### src/rtl/gpio_match_port.sv
module gpio_match_port #(
  parameter int WIDTH = 8
) (
  input  logic             clk,
  input  logic             rst_n,
  input  logic             latch_we,
  input  logic             mask_we,
  input  logic             match_we,
  input  logic [WIDTH-1:0] wr_data,
  input  logic             rd_rmw,
  output logic [WIDTH-1:0] rd_data,
  input  logic [WIDTH-1:0] pin_in,
  input  logic [WIDTH-1:0] analog_sel,
  input  logic [WIDTH-1:0] pushpull,
  input  logic             int_en,
  output logic [WIDTH-1:0] pad_out,
  output logic [WIDTH-1:0] pad_oe,
  output logic             match_evt,
  output logic             irq,
  output logic             wake
);

  localparam logic [WIDTH-1:0] LATCH_RST = '1;

  logic [WIDTH-1:0] latch_q, mask_q, match_q, sync1_q, sync2_q;

  always_ff @(posedge clk) begin
    if (!rst_n) begin
      latch_q <= LATCH_RST;
      mask_q  <= '0;
      match_q <= '0;
      sync1_q <= '0;
      sync2_q <= '0;
    end else begin
      if (latch_we) latch_q <= wr_data;
      if (mask_we)  mask_q  <= wr_data;
      if (match_we) match_q <= wr_data;
      sync1_q <= pin_in;
      sync2_q <= sync1_q;
    end
  end

  assign rd_data   = rd_rmw ? latch_q : (sync2_q & ~analog_sel);
  assign pad_out   = latch_q;
  assign pad_oe    = pushpull | ~latch_q;
  assign match_evt = |((sync2_q ^ match_q) & mask_q);
  assign wake      = match_evt;
  assign irq       = match_evt & int_en;


  latch_write_chk: assert property (@(posedge clk) disable iff (!rst_n)
    latch_we |=> pad_out == $past(wr_data));


  rmw_read_chk: assert property (@(posedge clk) disable iff (!rst_n)
    rd_rmw |-> rd_data == pad_out);


  analog_zero_chk: assert property (@(posedge clk) disable iff (!rst_n)
    !rd_rmw |-> (rd_data & analog_sel) == '0);


  open_drain_chk: assert property (@(posedge clk) disable iff (!rst_n)
    (pad_oe & ~pushpull & pad_out) == '0);


  irq_gate_chk: assert property (@(posedge clk) disable iff (!rst_n)
    irq |-> (wake && int_en));


  wake_follow_chk: assert property (@(posedge clk) disable iff (!rst_n)
    match_evt == wake);

endmodule

### config.mk
export PLATFORM = sky130hd
export DESIGN_NAME = gpio_match_port
export DESIGN_NICKNAME = d
export VERILOG_FILES = /design/src/rtl/gpio_match_port.sv
export SDC_FILE = /design/constraint.sdc
export NUM_CORES = 1
export LEC_CHECK = 0
export CAP_MARGIN = 20
export CORE_MARGIN = 8
export CORE_UTILIZATION = 31
export CTS_CLUSTER_DIAMETER = 60
export CTS_CLUSTER_SIZE = 14
export DETAILED_ROUTE_END_ITERATION = 12
export PLACE_DENSITY = 0.58
export SYNTH_ARGS = -nofsm -noshare
export SYNTH_HDL_FRONTEND = slang
export SYNTH_SLANG_ARGS = --single-unit
### constraint.sdc
create_clock -name clk -period 1.4 [get_ports clk]
set_input_delay 0.28 -clock clk [delete_from_list [all_inputs] [get_ports clk]]
set_output_delay 0.28 -clock clk [all_outputs]
set_load 0.03 [all_outputs]
# After elaboration in Yosys (flattened, before gate mapping)
# Cells that the tools add are included.
# totals
output_inout_bits	27
latchBits	0
reg_bits	40
mem_bits_ro	0
ram_bits	0
n_memories	0
# op_classes
n_addsub	0
bitwise_logic	7
eq_ne	0
order_cmp	0
n_mul	0
muxes	1
n_reduce_logical	1
n_div	0
shifts	0
# ops
cell	n
$and 8x8->8	2
$not 8->8	2
$mux 8	1
$or 8x8->8	1
$reduce_or 8->1	1
$xor 8x8->8	1
$and 1x1->1	1

# Longest topological paths before layout
# Gate-level depths: netlist of run 1.
# logic_depth
ltp_word	4
depth_mapped	4
mapped_depth_nobuf	3

# Worst setup path after synthesis of run 1
# Ideal clock, no wire load.
# synth_path
kind	reg-to-output
startpoint	reg match_q[3]
endpoint	out wake
t_arrival_ns	1.327
setup_slack_ns	-0.207
path_stages_with_launch	5
n_path_buf	1
path_cell_list	dfxtp_1 xor2_1 a22oi_1 nand4_1 buf_4
# synth_via
elab_chain_cells	3
# synth_rtl
element	line_no	rtl
start, declared	25	logic [WIDTH-1:0] latch_q, mask_q, match_q, sync1_q, sync2_q;
start signal, assigned	37	if (match_we) match_q <= wr_data;
$xor 8x8->8	46	assign match_evt = |((sync2_q ^ match_q) & mask_q);
$and 8x8->8	46	
$reduce_or 8->1	46	
end, declared	20	output logic wake
# No other way between the ends.

# Final worst setup path of run 1
# layout_path
startpoint	reg match_q[6]
endpoint	out irq
# layout_via
elab_chain_cells	4
# layout_rtl
element	line_no	rtl
$xor 8x8->8	46	
$and 8x8->8	46	
$reduce_or 8->1	46	
$and 1x1->1	48	assign irq = match_evt & int_en;
end, declared	19	output logic irq,
# No other way between the ends.

==> results.json, run 1 <==
{
  "status": "complete, but fails checks",
  "violations": "setup timing",
  "worst_setup_path_type": "flop to output port",
  "final.min_clock_period_ps": 1760,
  "finalCritPeriodShare_pct": 125,
  "timing.critical_path.cells": "xor2_1 -> a22oi_1 -> a41oi_2 -> buf_4 -> buf_12",
  "htreeDepth": 2,
  "antenna_violations_before_repair": 0,
  "number_of_global_route_vias_before_repair": 1373,
  "postSynthNetCount": 199,
  "drc": 0,
  "routed_len_inst_microns": 12.8,
  "vdd_drop_max_mv": 0.648,
  "dp_hpwl_mm": 3.10,
  "grt_start_max_net_pins": 41,
  "worst_slew_pin_slew_ps": 315,
  "cts-buffers-inserted": 5,
  "fmax_ghz": 0.570,
  "startpoint_type": "flop",
  "die_area_sq_mm": 0.00775,
  "finalInstanceArea_sq_mm": 0.00266,
  "finalSetupViolCount": 3,
  "grt_setup_unrepaired": "true",
  "synthesis_stage_register_bit_count": 40,
  "max_cap_viol_count": 0,
  "place_area_sq_mm": 0.00247,
  "kind_of_capture_point_of_the_worst_setup_path": "output port",
  "initial_core_util_pct": 31.7,
  "total_leakage_power_nw": 1.19,
  "synthesized_area_divided_by_synthesized_cell_count_sq_um": 10.1,
  "finalWorstSetupSlack_ps": -355,
  "layout-drive-gt1-share_pct": 27.9,
  "tritoncts": "yes",
  "crit_path_slowest_cell": "sky130_fd_sc_hd__dfxtp_2",
  "route.vias.total": 1321,
  "timing_max_transition_violations_final": 0,
  "clockRootBuffer": "sky130_fd_sc_hd__clkbuf_8",
  "design.final.nets": 289,
  "worst_skew_pair.late_latency_ps": 290,
  "worst_path_largest_cell_delay_ps": 330,
  "grtUsageTotal_pct": 11.2,
  "numPortBuffers": 65,
  "grt-busiest-layer": "met2",
  "die_extent_in_x_microns": 88.0,
  "cts-hold-fix-buffers": 0,
  "path_max_fanout": 2,
  "cell_variety_after_synth": 15,
  "use_met3_pct": 5.07,
  "synth_warnings": 0,
  "hold_path_class": "flop to flop",
  "worstPathArrival_ps": 1480,
  "power.density_mw_per_mm2": 1080,
  "area.growth.synth_to_final_pct": 65.4,
  "clock_sinks": 40,
  "post_synth_instance_area_sq_mm": 0.00161,
  "mostFrequentLayoutCells": "37 x sky130_fd_sc_hd__clkdlybuf4s50_1, 37 x sky130_fd_sc_hd__buf_4, 31 x sky130_fd_sc_hd__dfxtp_1",
  "grt_pass1_wl_mm": 6.64,
  "pre_cts_ws_ps": -241,
  "globalplace.congestion": 0.655,
  "worst-endpoint-required_ps": 1120,
  "postCtsSetupBuffers": 0,
  "worst_setup_hold_path_clk_slew_ps": 80,
  "antenna_cells": 0,
  "yosysSeqAreaShare_pct": 49.8,
  "clk_buf_depth": 2,
  "via_per_inst": 4.12,
  "drtAntennaViolNets": 0,
  "chipHeight_microns": 88.0,
  "coreArea_sq_mm": 0.00507,
  "grtUsageMet2_pct": 17.4,
  "wirelength_mm": 4.10,
  "firstDrtPassIters": 3,
  "rows": 26,
  "use_met1_pct": 13.5,
  "finClkSkew_ps": 4.28,
  "grt-ovfl-total": 0,
  "slew_headroom_pct": 79.1,
  "postSynthCellCount": 160,
  "finalHoldViolCount": 0,
  "pin_count": 66,
  "drt_iter0_drc": 45
}
flip-flops by register name (all words and copies together), names as in the netlist:
register and count:
sync1_q 8, pad_out 8, sync2_q 8, match_q 8
mask_q 8
area by class of cell:
| type | count | area [sq um] |
|---|---|---|
| inverter | 1 | 3.75 |
| sequential | 40 | 812 |
| tap | 70 | 87.6 |
| multi-input combinational | 110 | 790 |
| clock inverter | 1 | 30.0 |
| fill | 488 | 2410 |
| timing repair buffer | 92 | 842 |
| clock buffer | 7 | 96.3 |
path summary, 6_finish.rpt:
kind                                start                 endpoint  slack (ps)  cells after the start
hold / removal      sync1_q[4]$_SDFF_PN0_    sync2_q[4]$_SDFF_PN0_         440                      1
setup reg to reg  pad_out[0]$_SDFFE_PN1P_  pad_out[0]$_SDFFE_PN1P_         650                      3
setup / recovery  match_q[6]$_SDFFE_PN0P_                      irq        -360                      5
hold reg to reg     sync1_q[4]$_SDFF_PN0_    sync2_q[4]$_SDFF_PN0_         440                      1
power breakdown:
group          internal, W  switching, W  total, W
sequential         0.00120     0.0000318   0.00123
clock             0.000629      0.000379   0.00101
combinational     0.000328      0.000295  0.000623
synthesized netlist by cell type, drive strengths merged:
library cell	n	area share [%]
xor2	8	4.4
and2	16	6.2
mux2i	24	15
nand4	1	0.39
a22oi	4	1.9
a41oi	1	0.54
dfxtp	40	50
inv	1	0.23
nand2b	16	6.2
o21ai	8	2.5
buf	6	2.3
nor2b	16	6.2
clkbuf	3	0.70
nand2	16	3.7
worst max-delay path: cells and delay by family, from the launching register on:
family	cells	cell delay, ps
AOI/OAI and AO/OA	2	410
DFF	1	330
buffers and inverters	2	290
xor gates and xnor gates	1	170
routing by layer:
layer,routed length [microns],up-vias
li1,-,703
met5,0,-
met1,1870,581
met4,19,0
met3,296,2
met2,1920,35
cells by family after synthesis:
kind of cell / count (synthesis) / share of synthesized area, %
xor+xnor: 8 / 4.35
mux: 24 / 14.9
compound gates: 13 / 4.90
flops: 40 / 49.8
buf+inv: 10 / 3.27
simple gates: 65 / 22.8
what timing repair did:
action | CTS | global route
pin swaps | 0 | 0
endpoints found under the setup margin | 19 | 10
resized for setup | 27 | 11
cloned | 1 | 0
per-stage QoR:
step / utilization (%) / TNS (ps) / std cells / hold slack [ps] / power [W]
after floorplan: - / -242 / 160 / 407 / 0.00156
after global placement: 48.7 / -1630 / 312 / 413 / 0.00186
after detailed placement: 48.7 / -1780 / 312 / 417 / 0.00187
after CTS: 51.7 / -990 / 321 / 436 / 0.00290
after global routing: 52.4 / -1330 / 321 / 456 / 0.00301
final: 52.4 / -1000 / 321 / 436 / 0.00286
Power figures use the tool's default switching activity.
==> run 2, diff against run 1 <==
--- a/config.mk
+++ b/config.mk
@@ -11,6 +11,7 @@
 export CTS_CLUSTER_DIAMETER = 60
 export CTS_CLUSTER_SIZE = 14
 export DETAILED_ROUTE_END_ITERATION = 12
+export HOLD_SLACK_MARGIN = 0.08
 export PLACE_DENSITY = 0.58
 export SYNTH_ARGS = -nofsm -noshare
 export SYNTH_HDL_FRONTEND = slang
==> results of run 2 <==
The final DEF is identical to that of run 1; final timing and power are the same.
